## src/rtl/loopq_pkg.sv

```systemverilog
package loopq_pkg;
  typedef enum logic [1:0] {
    ST_DISARMED = 2'd0,
    ST_ARMED    = 2'd1,
    ST_RUN      = 2'd2
  } qstate_e;
endpackage

```

## src/rtl/loopq_edge.sv

```systemverilog
module loopq_edge (
  input  logic clk,
  input  logic rst_n,
  input  logic async_i,
  output logic rise_o
);
  logic meta_q, sync_q, prev_q;

  always_ff @(posedge clk or negedge rst_n) begin
    if (!rst_n) begin
      meta_q <= 1'b0;
      sync_q <= 1'b0;
      prev_q <= 1'b0;
    end else begin
      meta_q <= async_i;
      sync_q <= meta_q;
      prev_q <= sync_q;
    end
  end

  assign rise_o = sync_q & ~prev_q;
endmodule

```

## src/rtl/loopq_mem.sv

```systemverilog
module loopq_mem #(
  parameter int DEPTH = 8,
  parameter int W     = 10,
  localparam int PW   = $clog2(DEPTH)
) (
  input  logic          clk,
  input  logic          rst_n,
  input  logic          wr_en,
  input  logic [W-1:0]  wr_data,
  input  logic [PW-1:0] rd_addr,
  output logic [W-1:0]  rd_data
);
  logic [W-1:0]  mem [DEPTH];
  logic [PW-1:0] wptr_q, wptr_d;

  always_comb begin
    wptr_d = wptr_q;
    if (wr_en) wptr_d = wptr_q + PW'(1);
  end

  always_ff @(posedge clk or negedge rst_n) begin
    if (!rst_n) wptr_q <= '0;
    else        wptr_q <= wptr_d;
  end

  always_ff @(posedge clk) begin
    if (wr_en) mem[wptr_q] <= wr_data;
  end

  assign rd_data = mem[rd_addr];
endmodule

```

## src/rtl/loopq_ctrl.sv

```systemverilog
module loopq_ctrl
  import loopq_pkg::*;
#(
  parameter int DEPTH = 8,
  localparam int PW   = $clog2(DEPTH),
  localparam int CW   = $clog2(DEPTH) + 1
) (
  input  logic          clk,
  input  logic          rst_n,
  input  logic          adv_rise,
  input  logic          rep_rise,
  input  logic          push_valid,
  input  logic          xfer_ready,
  input  logic          flag_loop,
  input  logic          flag_stop,
  output logic          push_en,
  output logic          xfer_valid,
  output logic [PW-1:0] xptr_o,
  output logic [CW-1:0] count_o,
  output qstate_e       state_o,
  output logic          underflow_o
);
  qstate_e       st_q, st_d;
  logic [CW-1:0] count_q, count_d, held_q, held_d, avail;
  logic [PW-1:0] xptr_q, xptr_d, rptr_q, rptr_d, lend_q, lend_d;
  logic          looping_q, looping_d, closed_q, closed_d;
  logic          first_q, first_d, unf_q, unf_d;
  logic          fire, start_loop, in_loop, pop, drop;

  always_comb begin
    push_en    = push_valid && (count_q != CW'(DEPTH));
    avail      = (looping_q && !closed_q) ? (count_q - held_q) : count_q;
    xfer_valid = (st_q == ST_RUN) && (avail != '0);
    fire       = xfer_valid && xfer_ready;
    start_loop = first_q && flag_loop;
    in_loop    = looping_q || start_loop;

    st_d      = st_q;
    xptr_d    = xptr_q;
    rptr_d    = rptr_q;
    lend_d    = lend_q;
    held_d    = held_q;
    looping_d = looping_q;
    closed_d  = closed_q;
    first_d   = first_q;
    unf_d     = unf_q;
    pop       = 1'b0;
    drop      = 1'b0;

    unique case (st_q)
      ST_DISARMED: begin
        if (adv_rise) st_d = ST_ARMED;
      end
      ST_ARMED: begin
        if (rep_rise) begin
          st_d    = ST_RUN;
          first_d = !looping_q;
        end else if (adv_rise && looping_q && closed_q) begin
          xptr_d    = lend_q;
          drop      = 1'b1;
          looping_d = 1'b0;
          closed_d  = 1'b0;
          held_d    = '0;
        end
      end
      ST_RUN: begin
        if (avail == '0) unf_d = 1'b1;
        if (fire) begin
          first_d = 1'b0;
          if (in_loop) begin
            if (start_loop) begin
              looping_d = 1'b1;
              rptr_d    = xptr_q;
            end
            if (!closed_q) held_d = held_q + CW'(1);
            if (flag_loop && flag_stop) begin
              closed_d = 1'b1;
              lend_d   = xptr_q + PW'(1);
              xptr_d   = start_loop ? xptr_q : rptr_q;
              st_d     = ST_ARMED;
            end else begin
              xptr_d = xptr_q + PW'(1);
            end
          end else begin
            pop    = 1'b1;
            xptr_d = xptr_q + PW'(1);
            if (flag_stop && !flag_loop) st_d = ST_DISARMED;
          end
        end
      end
      default: st_d = ST_DISARMED;
    endcase

    count_d = count_q + CW'(push_en) - CW'(pop) - (drop ? held_q : '0);
  end

  always_ff @(posedge clk or negedge rst_n) begin
    if (!rst_n) begin
      st_q      <= ST_DISARMED;
      count_q   <= '0;
      held_q    <= '0;
      xptr_q    <= '0;
      rptr_q    <= '0;
      lend_q    <= '0;
      looping_q <= 1'b0;
      closed_q  <= 1'b0;
      first_q   <= 1'b0;
      unf_q     <= 1'b0;
    end else begin
      st_q      <= st_d;
      count_q   <= count_d;
      held_q    <= held_d;
      xptr_q    <= xptr_d;
      rptr_q    <= rptr_d;
      lend_q    <= lend_d;
      looping_q <= looping_d;
      closed_q  <= closed_d;
      first_q   <= first_d;
      unf_q     <= unf_d;
    end
  end

  assign xptr_o      = xptr_q;
  assign count_o     = count_q;
  assign state_o     = st_q;
  assign underflow_o = unf_q;
endmodule

```

## src/rtl/loopq_seq.sv

```systemverilog
module loopq_seq
  import loopq_pkg::*;
#(
  parameter int DEPTH = 8,
  parameter int CMD_W = 16,
  localparam int W    = CMD_W + 2,
  localparam int PW   = $clog2(DEPTH),
  localparam int CW   = $clog2(DEPTH) + 1
) (
  input  logic          clk,
  input  logic          rst_n,
  input  logic          push_valid,
  input  logic [W-1:0]  push_data,
  input  logic          adv_trig,
  input  logic          rep_trig,
  input  logic          xfer_ready,
  output logic          xfer_valid,
  output logic [W-1:0]  xfer_data,
  output logic [PW-1:0] xfer_idx,
  output logic [CW-1:0] count_o,
  output logic [1:0]    state_o,
  output logic          underflow_o
);
  logic [1:0]    trig_raw, trig_rise;
  logic          push_en;
  logic [W-1:0]  rd_word;
  logic [PW-1:0] xptr;
  qstate_e       st;

  assign trig_raw = {rep_trig, adv_trig};

  for (genvar g = 0; g < 2; g++) begin : g_trig
    loopq_edge u_edge (
      .clk    (clk),
      .rst_n  (rst_n),
      .async_i(trig_raw[g]),
      .rise_o (trig_rise[g])
    );
  end

  loopq_mem #(.DEPTH(DEPTH), .W(W)) u_mem (
    .clk    (clk),
    .rst_n  (rst_n),
    .wr_en  (push_en),
    .wr_data(push_data),
    .rd_addr(xptr),
    .rd_data(rd_word)
  );

  loopq_ctrl #(.DEPTH(DEPTH)) u_ctrl (
    .clk        (clk),
    .rst_n      (rst_n),
    .adv_rise   (trig_rise[0]),
    .rep_rise   (trig_rise[1]),
    .push_valid (push_valid),
    .xfer_ready (xfer_ready),
    .flag_loop  (rd_word[W-1]),
    .flag_stop  (rd_word[W-2]),
    .push_en    (push_en),
    .xfer_valid (xfer_valid),
    .xptr_o     (xptr),
    .count_o    (count_o),
    .state_o    (st),
    .underflow_o(underflow_o)
  );

  assign xfer_data = rd_word;
  assign xfer_idx  = xptr;
  assign state_o   = st;
endmodule

```

## config.mk

```make
export PLATFORM = sky130hd
export DESIGN_NAME = loopq_seq
export DESIGN_NICKNAME = d
export VERILOG_FILES = /design/src/rtl/loopq_pkg.sv /design/src/rtl/loopq_edge.sv /design/src/rtl/loopq_mem.sv /design/src/rtl/loopq_ctrl.sv /design/src/rtl/loopq_seq.sv
export SDC_FILE = /design/constraint.sdc
export NUM_CORES = 1
export LEC_CHECK = 0
export BUFFER_PORTS_ARGS = -buffer_cell sky130_fd_sc_hd__buf_2
export CORE_MARGIN = 5
export CORE_UTILIZATION = 55
export CTS_CLUSTER_SIZE = 25
export DETAILED_ROUTE_END_ITERATION = 10
export PLACE_DENSITY = 0.74
export SKIP_CTS_REPAIR_TIMING = 1
export SLEW_MARGIN = 20
export SYNTH_ARGS = -nofsm -noshare
export SYNTH_HDL_FRONTEND = slang
export SYNTH_SLANG_ARGS = --single-unit
```

## constraint.sdc

```tcl
create_clock -name clk -period 4.8 [get_ports clk]
set_clock_uncertainty 0.05 [all_clocks]
set_input_delay 0.96 -clock clk [delete_from_list [all_inputs] [get_ports clk]]
set_output_delay 0.96 -clock clk [all_outputs]
set_load 0.05 [all_outputs]
```

==> reports/results.txt <==
nets = 487
TritonCTS Buffers = 17
Top delay family on crit path = adder cells
DIE WIDTH = 124.3 µm
status = completed
Post-synth EDFFs = 144
Starting DRT DRC Count = 293
worst reg-to-reg setup slack = 0.50 ns
full die area = 15460 µm²
post-synth top area cell = edfxtp_1
Sw Ratio = 0.3856
Max Clk Rate = 232.4 MHz
initial antenna violation count = 0
endpoints failing setup = 0
slowest stage delay, CP = 0.45 ns
Initial Util = 0.5651
Worst path slowest cell = fa_1
share of post-route cells with drive strength above 1 = 0.3607
RR Startpoint = u_ctrl.count_o[0]
register bit count reported by yosys = 176
mux contribution to synthesized area = 0.1572
RSZ-0062 raised after global routing = false
largest net degree at the start of global routing = 41
hold endpoint = g_trig[1].u_edge.sync_q
Post-Synth XOR/XNOR Area = 0.01096
Netlist Area Pre-Place = 7189 µm²
Most Frequent Cell on Critical Path = fa_1
PD cells = 689.4 nW/µm²
Hold Vio Cnt, Final = 0
Avg WL per Cell = 20.90 µm
top cell type's share of synthesized area = 0.6015
hold path start = g_trig[1].u_edge.meta_q
ys flop type = edfxtp_1
worst skew pair latency = 0.43 ns
Synth area leaders = edfxtp_1, dfrtp_1, mux4_2
Crit. End Element = flip-flop
simple-gate share of the synthesized area = 0.04734
switching pwr = 0.002203 W
compound-cell area share of the yosys netlist = 0.02785
largest family of logic cells by synthesized area = multiplexers
total grt overflow = 0
fin area = 8284 µm²
R2R depth = 16
Post-Syn Instances = 383
Buf/Inv on CP = 2
# rows = 41
Comb pwr share = 0.394
Yosys warnings = 0
register area share after synthesis = 0.7128
Post-DRT Antenna Nets = 0
type of the worst min-delay path = reg2reg
Worst EP arrival = 4.61 ns
I/O pin cnt = 53
vias per cell = 5.751
syn_area_per_cell = 18.77 µm²
Post-Synth Adder-Cell Area = 0.02680
crit path max fanout = 11
drt drc = 0
hold path cells = 0
reg2reg end = u_ctrl.count_o[3]
Post-DP HPWL = 7672 µm
TritonCTS clock tree = yes
worst-path cell chain = inv_1, ha_1, fa_1, xor2_1, nand4_1, a21oi_1, or3_1, nor2b_1, fa_1, inv_1, fa_1, ha_1, fa_1, xor2_1, xnor2_1, xnor2_1
Clock Sink Count = 176
All-Layer GR Usage = 0.1801
Slew HR = 0.5052
Syn Nets = 420
Routed WL = 13270 µm
Flop pwr share = 0.373
routability cong. = 0.8313
dpl cells = 603
first-pass GRT wire length = 21050 µm
Layout Cells excl Fill = 635
Req. time, crit path = 5.11 ns
WS Path Type = reg2reg
Core ar. = 12720 µm²
library cells used by synthesis = 49
worst-case vdd ir drop = 0.0005595 V
H-tree levels = 4
Ant. Diodes = 0
crit share post-route = 0.8964
Root Driver = clkbuf_16
vias after detailed routing = 3652
Area Overhead vs Synth = 15.23%
Startpoint Class = flip-flop
vias in the first global route = 3790
port bufs = 52
clock share of power = 0.233
total of max-cap violations = 0
first drt pass iteration count = 4
Leak = 2.967 nW
Internal Power = 0.003509 W
Longest Clk Path Bufs = 2
Die Ht = 124.3 µm
Async SR Flop Fraction = 0.1818
worst-margin pin slew = 0.7422 ns
final max-slew violation count = 0
Final min period = 4.303 ns
TNS Setup = 0 ns
clock transition at the registers of the reported paths = 0.07 ns
area post-placement = 7701 µm²
## placed cells by master (no fill, tap or decap), types with 2 or more instances in the layout
master	count
edfxtp_1	144
buf_2	52
mux4_2	35
dfrtp_1	31
mux2_2	24
nand2_1	17
clkbuf_16	17
buf_4	12
inv_1	11
nand3_1	9
nor2_1	9
ha_1	9
nor2b_1	5
nand2b_1	5
a21o_1	5
xnor2_1	5
nor3_1	4
a21oi_1	4
xor2_1	4
nor3_2	4
o21ai_0	4
fa_1	4
inv_6	4
or3_1	3
mux2i_1	3
clkinvlp_4	3
nor4_2	2
nand3b_1	2
a31oi_1	2
o21a_1	2
clkinv_4	2
clkinv_8	2
## sequential cells by signal, summed over array words and instances, names as in the netlist
register	flops
u_ctrl.state_o	2
u_ctrl.looping_q	1
u_mem.wptr_q	3
u_ctrl.count_o	4
u_ctrl.lend_q	3
u_ctrl.first_q	1
g_trig.u_edge.meta_q	2
u_ctrl.closed_q	1
g_trig.u_edge.prev_q	2
g_trig.u_edge.sync_q	2
u_ctrl.rptr_q	3
u_ctrl.underflow_o	1
u_mem.mem	144
u_ctrl.held_q	4
u_ctrl.xptr_o	3
## cell families (layout without fill, tap and decap cells)
logic type      count (synthesis)  in the layout
buf+inv                        27            107
compound gates                 28             28
fa+ha+maj                      13             13
simple gates                   66             66
mux                            64             64
flops                         176            176
xor+xnor                        9              9
## power by group through the flow
stage	logic [W]	registers (W)	clock network, W
4_1_cts	0.00229	0.00213	0.00135
3_5_place_dp	0.00226	0.00216	0
3_3_place_gp	0.00222	0.00214	0
2_1_floorplan	0.00165	0.00225	0
6_report	0.00225	0.00213	0.00133
5_1_grt	0.00242	0.00216	0.00143
## Yosys cell counts, types with 2 or more instances
library cell,instances
xor2_1,4
nand2_1,17
nand3_1,9
edfxtp_1,144
fa_1,4
o21ai_0,4
nand3b_1,2
buf_2,5
inv_1,11
xnor2_1,5
mux4_2,35
o21a_1,2
dfrtp_1,32
ha_1,9
nor2_1,9
nor2b_1,5
clkbuf_1,7
a21oi_1,4
mux2i_1,3
or3_1,3
a21o_1,5
mux2_2,24
nor3_1,8
buf_4,2
nand2b_1,5
a31oi_1,2
## worst max path at each step
stage | start | to | slack [ns] | cells past startpoint
after global placement | u_ctrl.count_o[0] | u_ctrl.count_o[3] | 0.72 | 16
after detailed placement | u_ctrl.count_o[0] | u_ctrl.count_o[3] | 0.57 | 16
after global routing | u_ctrl.count_o[0] | u_ctrl.count_o[3] | 0.23 | 16
after floorplan | u_ctrl.count_o[0] | u_ctrl.count_o[3] | 0.52 | 17
final | u_ctrl.count_o[0] | u_ctrl.count_o[3] | 0.50 | 16
after CTS | u_ctrl.count_o[0] | u_ctrl.count_o[3] | 0.51 | 16
## stage by stage
step / hold WS [ns] / total power, W / setup slack (ns) / util
final: 0.3067 / 0.005711 / 0.4971 / 0.6512
after global routing: 0.3166 / 0.006007 / 0.2255 / 0.6512
after CTS: 0.3074 / 0.005774 / 0.5144 / 0.6512
after detailed placement: 0.2916 / 0.004422 / 0.5716 / 0.6053
after global placement: 0.2858 / 0.004362 / 0.7210 / 0.6053
after floorplan: 0.2812 / 0.003900 / 0.5187 / -
## layout make-up
class / instances / area, µm²
clock buffers: 18 / 429.2
clock inverters: 14 / 153.9
fillers: 906 / 4438
inverters: 11 / 41.29
multi-input cells: 180 / 1968
flip-flops and latches: 176 / 5126
well taps: 172 / 215.2
repair buffers: 64 / 350.3
## routing by layer
metal  GRT usage  vias up  share of wire
li1            -     1649              -
met3     0.05017       20          0.053
met4     0.07157        0          0.022
met2      0.2913      100           0.51
met5           0        -              0
met1      0.2331     1883           0.41
## worst register-to-register path: cells and delay by family, from the launching register on
kind	cells	cell delay, ns
xor+xnor	4	0.67
compound gates	1	0.25
fa+ha+maj	6	2.12
simple gates	3	0.61
flops	1	0.36
buf+inv	2	0.16
Note: power is estimated with default switching activity, not from simulation.
